--- src/rtl/lane_align_pkg.sv ---
package lane_align_pkg;

    localparam int unsigned ALN_DATA_W = 32;
    localparam int unsigned ALN_LANE_W = 8;

    typedef enum logic [1:0] {
        SZ_BYTE = 2'b00,
        SZ_HALF = 2'b01,
        SZ_WORD = 2'b10,
        SZ_RSVD = 2'b11
    } align_mode_e;

    // Number of byte lanes an access of the given size covers.
    function automatic int unsigned mode_lanes(align_mode_e m, int unsigned nlanes);
        case (m)
            SZ_BYTE: return 1;
            SZ_HALF: return 2;
            default: return nlanes;
        endcase
    endfunction

endpackage

--- src/rtl/lane_size_decode.sv ---
module lane_size_decode
    import lane_align_pkg::*;
#(
    parameter int unsigned NLANES = 4,
    localparam int unsigned OFF_W = $clog2(NLANES)
) (
    input  align_mode_e        mode,
    input  logic [OFF_W-1:0]   offset,
    output logic [OFF_W-1:0]   eff_off,
    output logic [OFF_W:0]     nlanes,
    output logic               misalign
);
    logic [OFF_W-1:0] low_mask;

    always_comb begin
        nlanes   = (OFF_W+1)'(mode_lanes(mode, NLANES));
        low_mask = OFF_W'(nlanes - 1'b1);
        eff_off  = offset & ~low_mask;
        misalign = |(offset & low_mask);
    end

    always_comb begin

        byte_never_misaligned_chk: assert (!(mode == SZ_BYTE && misalign))
            else $error("byte access flagged misaligned");

        eff_aligned_chk: assert ((eff_off & low_mask) == '0)
            else $error("effective offset not aligned to access size");
    end
endmodule

--- src/rtl/lane_load_shift.sv ---
module lane_load_shift #(
    parameter int unsigned DATA_W = 32,
    parameter int unsigned LANE_W = 8,
    localparam int unsigned NLANES = DATA_W / LANE_W,
    localparam int unsigned OFF_W  = $clog2(NLANES)
) (
    input  logic [DATA_W-1:0] word_in,
    input  logic [OFF_W-1:0]  eff_off,
    input  logic [OFF_W:0]    nlanes,
    output logic [DATA_W-1:0] data_out
);
    logic [LANE_W-1:0] in_lane [NLANES];

    for (genvar k = 0; k < NLANES; k++) begin : g_lane
        localparam logic [OFF_W-1:0] KO = OFF_W'(k);
        localparam logic [OFF_W:0]   KN = (OFF_W+1)'(k);
        logic [OFF_W-1:0] src;
        assign in_lane[k] = word_in[k*LANE_W +: LANE_W];
        assign src        = eff_off + KO;
        assign data_out[k*LANE_W +: LANE_W] = (KN < nlanes) ? in_lane[src] : '0;
    end

    always_comb begin

        ld_zero_fill_chk: assert (nlanes != 1 || data_out[DATA_W-1:LANE_W] == '0)
            else $error("byte load left upper lanes nonzero");

        ld_half_fill_chk: assert (nlanes != 2 || data_out[DATA_W-1:2*LANE_W] == '0)
            else $error("halfword load left upper lanes nonzero");
    end
endmodule

--- src/rtl/lane_store_place.sv ---
module lane_store_place #(
    parameter int unsigned DATA_W = 32,
    parameter int unsigned LANE_W = 8,
    localparam int unsigned NLANES = DATA_W / LANE_W,
    localparam int unsigned OFF_W  = $clog2(NLANES)
) (
    input  logic [DATA_W-1:0] data_in,
    input  logic [OFF_W-1:0]  eff_off,
    input  logic [OFF_W:0]    nlanes,
    output logic [DATA_W-1:0] data_out,
    output logic [NLANES-1:0] strb
);
    logic [LANE_W-1:0] in_lane [NLANES];

    for (genvar k = 0; k < NLANES; k++) begin : g_lane
        localparam logic [OFF_W-1:0] KO = OFF_W'(k);
        logic [OFF_W-1:0] rel;
        assign in_lane[k] = data_in[k*LANE_W +: LANE_W];
        assign rel        = KO - eff_off;
        assign strb[k]    = ({1'b0, rel} < nlanes);
        assign data_out[k*LANE_W +: LANE_W] = strb[k] ? in_lane[rel] : '0;
    end

    always_comb begin
        for (int k = 0; k < NLANES; k++) begin

            st_lane_quiet_chk: assert (strb[k] || data_out[k*LANE_W +: LANE_W] == '0)
                else $error("store lane %0d driven without strobe", k);
        end

        st_strb_count_chk: assert ($countones(strb) == int'(nlanes))
            else $error("strobe count does not match access size");
    end
endmodule

--- src/rtl/lane_align_unit.sv ---
module lane_align_unit
    import lane_align_pkg::*;
#(
    parameter int unsigned DATA_W = ALN_DATA_W,
    parameter int unsigned LANE_W = ALN_LANE_W,
    localparam int unsigned NLANES = DATA_W / LANE_W,
    localparam int unsigned OFF_W  = $clog2(NLANES)
) (
    input  logic [1:0]        mode_i,
    input  logic [OFF_W-1:0]  offset_i,
    input  logic [DATA_W-1:0] ld_word_i,
    input  logic [DATA_W-1:0] st_data_i,
    output logic [DATA_W-1:0] ld_data_o,
    output logic [DATA_W-1:0] st_data_o,
    output logic [NLANES-1:0] st_strb_o,
    output logic              misalign_o
);
    align_mode_e      mode;
    logic [OFF_W-1:0] eff_off;
    logic [OFF_W:0]   nlanes;

    assign mode = align_mode_e'(mode_i);

    lane_size_decode #(.NLANES(NLANES)) u_decode (
        .mode     (mode),
        .offset   (offset_i),
        .eff_off  (eff_off),
        .nlanes   (nlanes),
        .misalign (misalign_o)
    );

    lane_load_shift #(.DATA_W(DATA_W), .LANE_W(LANE_W)) u_load (
        .word_in  (ld_word_i),
        .eff_off  (eff_off),
        .nlanes   (nlanes),
        .data_out (ld_data_o)
    );

    lane_store_place #(.DATA_W(DATA_W), .LANE_W(LANE_W)) u_store (
        .data_in  (st_data_i),
        .eff_off  (eff_off),
        .nlanes   (nlanes),
        .data_out (st_data_o),
        .strb     (st_strb_o)
    );

    always_comb begin

        word_passthru_chk: assert (!(mode_i[1] && !misalign_o) || ld_data_o == ld_word_i)
            else $error("aligned word load altered data");

        word_strb_full_chk: assert (!mode_i[1] || &st_strb_o)
            else $error("word access missing strobes");

        misalign_off_chk: assert (!misalign_o || offset_i != '0)
            else $error("misaligned flag with zero offset");
    end
endmodule

--- config.mk ---
export PLATFORM = sky130hd
export DESIGN_NAME = lane_align_unit
export DESIGN_NICKNAME = d
export VERILOG_FILES = /design/src/rtl/lane_align_pkg.sv /design/src/rtl/lane_size_decode.sv /design/src/rtl/lane_load_shift.sv /design/src/rtl/lane_store_place.sv /design/src/rtl/lane_align_unit.sv
export SDC_FILE = /design/constraint.sdc
export NUM_CORES = 1
export LEC_CHECK = 0
export BUFFER_PORTS_ARGS = -buffer_cell sky130_fd_sc_hd__buf_2
export CAP_MARGIN = 20
export CORE_UTILIZATION = 47
export DETAILED_ROUTE_END_ITERATION = 6
export PLACE_DENSITY = 0.91
export SLEW_MARGIN = 20
export SYNTH_ARGS = -nofsm -noshare
export SYNTH_HDL_FRONTEND = slang
export SYNTH_HIERARCHICAL = 1
export SYNTH_SLANG_ARGS = --single-unit
--- constraint.sdc ---
create_clock -name vclk -period 2.1
set_clock_uncertainty 0.15 [all_clocks]
set_input_delay 0 -clock vclk [all_inputs]
set_output_delay 0 -clock vclk [all_outputs]
set_load 0.1 [all_outputs]
## Yosys cells after proc, flatten, opt, wreduce, memory -nomap -nowiden

Index checks and enable logic that the tools add are counted.

| cells by class | value |
|---|---|
| $add $sub $neg | 8 |
| multipliers | 0 |
| divide/modulo/power cells | 0 |
| magnitude comparators | 16 |
| eq/ne operators | 1 |
| shift-type cells | 0 |
| mux-type cells | 33 |
| bitwise logic cells | 11 |
| reductions and logical operators | 2 |

Operators with widths:

| cell | number |
|---|---|
| $mux 8 | 24 |
| $bmux 8 s2 | 8 |
| $ge 3x3->1 const B | 8 |
| $not 2->3 | 8 |
| $lt 2x3->1 | 4 |
| $lt 1x3->1 const A | 2 |
| $lt 2x3->1 const A | 2 |
| $pmux 3 s2 | 1 |
| $add 2x2->2 const B | 2 |
| $and 2x2->2 | 2 |
| $sub 1x2->2 const A | 2 |
| $sub 2x2->2 const A | 2 |
| $add 2x1->2 const B | 1 |
| $eq 2x1->1 const B | 1 |
| $logic_not 2->1 | 1 |
| $not 2->2 | 1 |
| $reduce_or 2->1 | 1 |
| $sub 2x1->2 const B | 1 |

| storage, ports and cells | value |
|---|---|
| flip-flop bits (word level) | 0 |
| latch bits | 0 |
| memory bits (writable) | 0 |
| ROM bits | 0 |
| output and inout bits | 69 |
| logic and storage cells | 71 |
| memories | 0 |

## Longest topological paths before layout

Gate-level depths: netlist of run 1.

| logic depth | value |
|---|---|
| depth after elaboration | 11 |
| gate-level depth with buffers | 10 |
| depth with buffers taken out | 7 |

## Cells and area by module

Netlist of run 1, hierarchy kept.

Modules (own cells, without submodules):

| module | instances | cells each | area an instance (µm²) | seq. area each (µm²) |
|---|---|---|---|---|
| lane_store_place | 1 | 92 | 1,199.9 | 0.0 |
| lane_load_shift | 1 | 76 | 1,052.3 | 0.0 |
| lane_size_decode | 1 | 8 | 43.8 | 0.0 |

## Worst setup path before layout of run 1

No wires, ideal clock.

| timing | value |
|---|---|
| path kind | input -> output |
| from | input port mode_i[0] |
| to | output port st_data_o[16] |
| data arrival time | 3.758 ns |
| slack | -1.808 ns |
| stages | 10 |
| buffers on the path | 3 |
| path through | nor2_1 > and2_1 > buf_6 > buf_6 > buf_6 > xor2_1 > inv_1 > ha_1 > a21o_1 > a21boi_0 |

| on the way | value |
|---|---|
| longest elaborated chain between the ends | 11 |

RTL lines:

| element | RTL line | source |
|---|---|---|
| start: declaration | lane_align_unit.sv:9 | `input logic [1:0] mode_i,` |
| $eq 2x1->1 / $logic_not 2->1 (equally long branches) | lane_align_pkg.sv:15 | `case (m)` |
| $pmux 3 s2 * | lane_align_pkg.sv:15 |  |
| $sub 2x1->2 * | lane_size_decode.sv:17 | `low_mask = OFF_W'(nlanes - 1'b1);` |
| $not 2->2 * | lane_size_decode.sv:18 | `eff_off = offset & ~low_mask;` |
| $and 2x2->2 * | lane_size_decode.sv:18 |  |
| net eff_off[0] | lane_align_unit.sv:19 | `logic [OFF_W-1:0] eff_off;` |
| $sub 2x2->2 * | lane_store_place.sv:19 | `assign rel = KO - eff_off;` |
| $not 2->3 (implied by the code) | lane_store_place.sv:21 | `assign data_out[k*LANE_W +: LANE_W] = strb[k] ? in_lane[rel] : '0;` |
| $bmux 8 s2 | lane_store_place.sv:21 |  |
| $mux 8 (implied by the code) (2 in a row) | lane_store_place.sv:21 |  |
| $mux 8 * | lane_store_place.sv:21 |  |
| end: declaration | lane_align_unit.sv:14 | `output logic [DATA_W-1:0] st_data_o,` |

The timed path passes the listed nets; every way through them passes the cells marked *. The select of a mux whose other input is x is not followed.

## Worst setup path in the final report of run 1

| timing | value |
|---|---|
| from | input port mode_i[1] |
| to | output port st_data_o[22] |

Same word-level chain as after synthesis.

==> metrics.txt, run 1 <==
routed metal-1 wire length=2330 um; Post-Syn Area=2300 um^2; Overflow after GRT=0; Critical Path End Type=output port; area of all placed cells without fillers=3990 um^2; time the final worst path needs with I/O delays and setup=~2.0 ns; x dimension of the die=around 72 um; # port buffers=roughly 140; number of filler instances in the final layout=~230; number of nets in the layout=between 300 and 400; total via count in the routed design=2322; most used cells in the layout excluding fill and tap cells=buf_2 (88), mux4_2 (56), buf_12 (53), and2_1 (32); critical path class=in2out; final wirelength=~7700 um; first-pass GRT wire length=roughly 12000 um; max-capacitance violation count=0; arrival time worst endpoint=approximately 1.9 ns; worst setup slack before clock tree synthesis=between 0.06 and 0.07 ns; count of cells along the worst hold path=4; setup bufs post-CTS=0; Peak VDD IR=slightly below 300 uV; placed instance area=about 4000 um^2; count of different cell masters after synthesis=22; share of final-layout standard cells stronger than drive strength 1=about 82%; Final Hold Viols=0; standard-cell rows=25; number of warning messages in the yosys log=6; placer congestion estimate=0.877; post-detailed-placement half-perimeter wirelength=between 6000 and 7000 um; Ports=about 140; RSZ-0062 raised after global routing=no; detailed route wirelength on metal3=~490 um; DRC viols=0; highest clock frequency the design can meet=approximately 490 MHz; number of iterations in the first detailed-routing pass=5; most frequent standard cell in the layout excluding fill and tap cells=buf_2; residual antenna-violating net count after detailed routing=0; synthesized netlist net count=about 250; vias per inst=6.33; Req. time, crit path=roughly 2 ns; class of the most critical hold timing path=in2out; maximum net fanout on the critical path=9; Slew Limit Headroom=66.6%; Initial Util=between 40 and 50%; total met2 wirelength after detailed routing=between 4000 and 5000 um; power density over the cells=555 nW/um^2; DR top layer=met4; overall track demand over capacity in global routing=a little under a third; Register Area=0 um^2; initial antenna violation count=0; final count of negative-setup-slack endpoints=0; drt initial violations=approximately 120; core outline area=between 4000 and 5000 um^2; result of the run=finished, final reports clean; count of pins over their slew limit=0; area of the die=slightly above 5000 um^2; total power draw=2.21 mW; portion of the clock cycle consumed by the worst path in the final layout=a little over nine tenths; leakage power=1.64 nW; Routed wire per std cell=20.9 um; sequential area share after synthesis=0%; count of cells resized by post-cts repair=0; final sequential cell count=0; overall die height=71.9 um; kind of start point of the critical path=primary input; area growth from synthesis to layout=73.8%; pin count of the biggest net entering global routing=36; antenna fix cells=0; count of clock buffers in the final design=0; worst slew pin tran=0.501 ns; Hold Worst Slack=~0.4 ns; average cell area after synthesis=between 10 and 15 um^2; vias in the first global route=around 2500; CTS Hold Bufs=0; post-synthesis cell count=176; worst setup slack after layout=0.0718 ns
[kinds of logic (layout without fill, tap and decap cells)]
kind of cell,count (synthesis),after routing,synth area share [%]
mux,64,64,64.1
simple gates,59,59,15.7
compound gates,24,24,7.57
buf+inv,24,148,10.0
fa+ha+maj,4,4,2.18
xor+xnor,1,1,0.382
[final cells by class]
type	count	area, um^2	area share, %
multi-input cells	152	2360	59.3
repair buffers	144	1520	38.2
inverters	4	17.5	0.439
well taps	67	83.8	2.10
[Yosys cell counts]
master,number,area share (%)
nand2b_1,1,0.27
o21ai_1,1,0.22
ha_1,4,2.2
a21oi_1,2,0.44
nor2_1,3,0.49
mux4_1,8,9.2
and2b_2,2,0.76
buf_6,8,3.9
nand2_1,2,0.33
or3_1,1,0.27
or2_2,1,0.27
mux4_2,56,55
and2_1,49,13
clkbuf_1,4,0.65
o21ai_2,1,0.38
xor2_1,1,0.38
a21o_1,3,0.98
a21boi_1,2,0.65
inv_1,4,0.65
buf_4,4,1.3
buf_12,4,3.5
a21boi_0,15,4.9
[report_power, final]
| part | switching (mW) | total [mW] | internal (mW) |
|---|---|---|---|
| registers | 0 | 0 | 0 |
| clock network | 0 | 0 | 0 |
| logic | 1.41 | 2.21 | 0.801 |
[critical path: stages]
cell	delay, ns
buf_2	0.15
and2b_4	0.33
xor2_1	0.27
inv_1	0.08
ha_1	0.30
a21o_4	0.33
a21boi_4	0.21
buf_12	0.19
[worst paths after layout]
kind / from / to / slack, ns
worst min-delay path: offset_i[1] / misalign_o / 0.40
worst max-delay path: mode_i[1] / st_data_o[22] / 0.07
[layer usage]
metal / GRT usage [%] / up-vias
met5: 0 / -
met4: 7.84 / 0
met3: 5.28 / 20
met2: 64.6 / 141
met1: 31.1 / 1170
li1: - / 991
[per-stage QoR]
| stage | utilization (%) | cells | setup TNS, ns |
|---|---|---|---|
| after global placement | 84.5 | 367 | 0 |
| final | 84.5 | 367 | 0 |
| after floorplan | - | 176 | -5.65 |
| after global routing | 84.5 | 367 | 0 |
| after CTS | 84.5 | 367 | 0 |
| after detailed placement | 84.5 | 367 | 0 |
Note: power is estimated with default switching activity, not from simulation.
==> inputs of run 2 (changes only) <==
- SYNTH_HIERARCHICAL: 1 -> unset
==> metrics.txt, run 2 <==
result of the run=aborted with a tool error; failing step=detailed placement; Log Error=[ERROR DPL-0038] Utilization greater than 100%, impossible to legalize; top cells by area, synth=mux4_2 (7.8%), o21ai_0 (6.3%), a211oi_1 (6.2%); count of different cell masters after synthesis=34; synthesized netlist net count=~420; Post-Syn Area=roughly 2300 um^2; placer congestion estimate=0.850; # port buffers=~140; average cell area after synthesis=approximately 6.6 um^2; post-synthesis cell count=about 350; overall die height=72.2 um; commonest cells in the netlist=nand2_1 (33), nor2_1 (31), o21ai_0 (29); fraction of post-synthesis cell area in the top cell type by area=under 10%; Ports=about 140; Initial Util=49.0%; biggest area consumer among synthesized cells=mux4_2; standard-cell rows=25; library cell with the highest instance count after synthesis=nand2_1; x dimension of the die=around 72 um; sequential area share after synthesis=0%; number of warning messages in the yosys log=0
[run 2: cell families after synthesis]
| group | count (synthesis) | share of synthesized area [%] |
|---|---|---|
| AO/OA/AOI/OAI | 144 | 42.5 |
| AND/OR/NAND/NOR | 129 | 29.8 |
| buffers and inverters | 55 | 12.4 |
| multiplexers | 21 | 13.4 |
| adder cells (fa/ha/maj) | 3 | 1.62 |
| XOR/XNOR | 1 | 0.378 |
[run 2: stage by stage]
stage | area (um^2) | setup TNS, ns | hold WS [ns] | worst slack [ns]
after floorplan | 3230 | -4.34 | 0.176 | -0.242
after global placement | 4910 | 0 | 0.316 | 0.122
==> inputs of run 3 (changes only) <==
- CORE_UTILIZATION: 47 -> 40
- PLACE_DENSITY: 0.91 -> unset
- PLACE_DENSITY_LB_ADDON: unset -> 0.15
==> metrics.txt, run 3 <==
Req. time, crit path=1.95 ns; complex-gate fraction of the synthesized area=42.5%; library cell with the highest instance count after synthesis=nand2_1; standard-cell rows=27; synthesized netlist net count=between 400 and 500; count of pins over their slew limit=0; max-capacitance violation count=0; Slew Limit Headroom=between 50% and 60%; Routed wire per std cell=between 20 and 25 um; Synth Area in XOR/XNOR=less than 1%; area growth from synthesis to layout=112%; vias per inst=6.67; Hold Worst Slack=between 0.3 and 0.4 ns; average cell area after synthesis=around 6.6 um^2; arrival time worst endpoint=1.88 ns; number of nets in the layout=between 500 and 600; vias in the first global route=~3500; core outline area=about 5500 um^2; CTS Hold Bufs=0; final wirelength=11300 um; maximum net fanout on the critical path=19; portion of the clock cycle consumed by the worst path in the final layout=a little over nine tenths; number of iterations in the first detailed-routing pass=5; sequential area share after synthesis=0%; area of all placed cells without fillers=4900 um^2; overall track demand over capacity in global routing=between 30 and 40%; main combinational cell family by area after synthesis=compound AO/OA/AOI/OAI gates; highest clock frequency the design can meet=around 500 MHz; residual antenna-violating net count after detailed routing=0; top cells by area, synth=mux4_2 (7.8%), o21ai_0 (6.3%), a211oi_1 (6.2%); post-detailed-placement half-perimeter wirelength=between 8000 and 9000 um; commonest cells in the netlist=nand2_1 (33), nor2_1 (31), o21ai_0 (29); x dimension of the die=about 80 um; count of different cell masters after synthesis=34; total via count in the routed design=around 3700; Initial Util=about two fifths; area of the die=~6100 um^2; biggest area consumer among synthesized cells=mux4_2; Final Hold Viols=0; sum of negative setup slack=0 ns; simple-gate share of the synthesized area=29.8%; pin count of the biggest net entering global routing=94; placed instance area=roughly 4800 um^2; most frequent standard cell in the layout excluding fill and tap cells=buf_2; share of final-layout standard cells stronger than drive strength 1=between 50% and 60%; Ports=137; most used cells in the layout excluding fill and tap cells=buf_2 (75), buf_12 (65), nand2_1 (29), o21ai_0 (28), nor2_1 (27); fraction of post-synthesis cell area in the top cell type by area=7.78%; worst slew pin tran=around 0.61 ns; share of synthesized cell area in full adder, half adder and majority cells=1.62%; critical path class=in2out; drt initial violations=~340; result of the run=finished, final reports clean; Peak VDD IR=426 uV; time the final worst path needs with I/O delays and setup=a little over 2 ns; Critical Path End Type=output port; first-pass GRT wire length=approximately 17000 um; number of warning messages in the yosys log=0; overall die height=between 70 and 80 um; leakage power=between 1.5 and 2 nW; number of filler instances in the final layout=about 260; post-synthesis cell count=353; final count of negative-setup-slack endpoints=0; kind of start point of the critical path=primary input; DRC viols=0; Register Area=0 um^2; RSZ-0062 raised after global routing=no; antenna fix cells=0; initial antenna violation count=0; Overflow after GRT=0; final sequential cell count=0; placer congestion estimate=~0.8; Post-Syn Area=2320 um^2; class of the most critical hold timing path=in2out; # port buffers=between 100 and 150; count of clock buffers in the final design=0; power density over the cells=between 500 and 600 nW/um^2; share of synthesized area spent on multiplexers=approximately 13%
-- run 3: cell counts after synthesis --
Identical to the previous run, type by type.
-- run 3: logic make-up after synthesis --
logic type               after synthesis
multiplexers                          21
AND/OR/NAND/NOR                      129
XOR/XNOR                               1
AO/OA/AOI/OAI                        144
adder cells (fa/ha/maj)                3
buffers and inverters                 55
-- run 3: what timing repair did --
action                     4_1_cts  5_1_grt
setup buffers                    0        7
resized for setup                0        1
setup endpoints to repair        0        8
-- run 3: metrics by stage --
stage | instances | util [%] | total power, mW | setup WS, ns
2_1_floorplan | 353 | - | 1.86 | -0.242
3_3_place_gp | 543 | 87.5 | 2.68 | 0.0683
3_5_place_dp | 543 | 87.5 | 2.72 | 0.0163
4_1_cts | 543 | 87.5 | 2.73 | 0.0128
5_1_grt | 550 | 88.5 | 2.83 | 0.00929
6_report | 550 | 88.5 | 2.76 | 0.0722
-- run 3: final timing paths --
kind	from	to	slack, ns	cells past startpoint
min	ld_word_i[23]	ld_data_o[31]	0.33	4
max	mode_i[1]	st_data_o[20]	0.07	7
-- run 3: final cells by class --
| cell class | count | area (um^2) | share of cell area, % |
|---|---|---|---|
| Tap cell | 72 | 90.1 | 1.84 |
| Multi-Input combinational cell | 298 | 2870 | 58.6 |
| Timing Repair Buffer | 166 | 1870 | 38.2 |
| Inverter | 14 | 68.8 | 1.40 |
-- run 3: critical path, cell delays in order --
cell      delay [ns]
buf_2           0.19
buf_4           0.25
nor3b_4         0.39
nand2_2         0.33
o22ai_1         0.42
a211oi_4        0.09
buf_12          0.20
-- run 3: power by group --
| part | internal, mW | leakage, nW | switching, mW |
|---|---|---|---|
| logic | 0.939 | 1.84 | 1.82 |
| registers | 0 | 0 | 0 |
| clock network | 0 | 0 | 0 |
| total | 0.939 | 1.84 | 1.82 |
-- run 3: routing by layer --
| layer | vias to the layer above | part of all wire, % | GRT usage [%] |
|---|---|---|---|
| met2 | 224 | 54 | 66.4 |
| li1 | 1614 | - | - |
| met3 | 26 | 6.2 | 1.51 |
| met5 | - | 0 | 0 |
| met4 | 0 | 1.9 | 9.63 |
| met1 | 1802 | 38 | 41.4 |
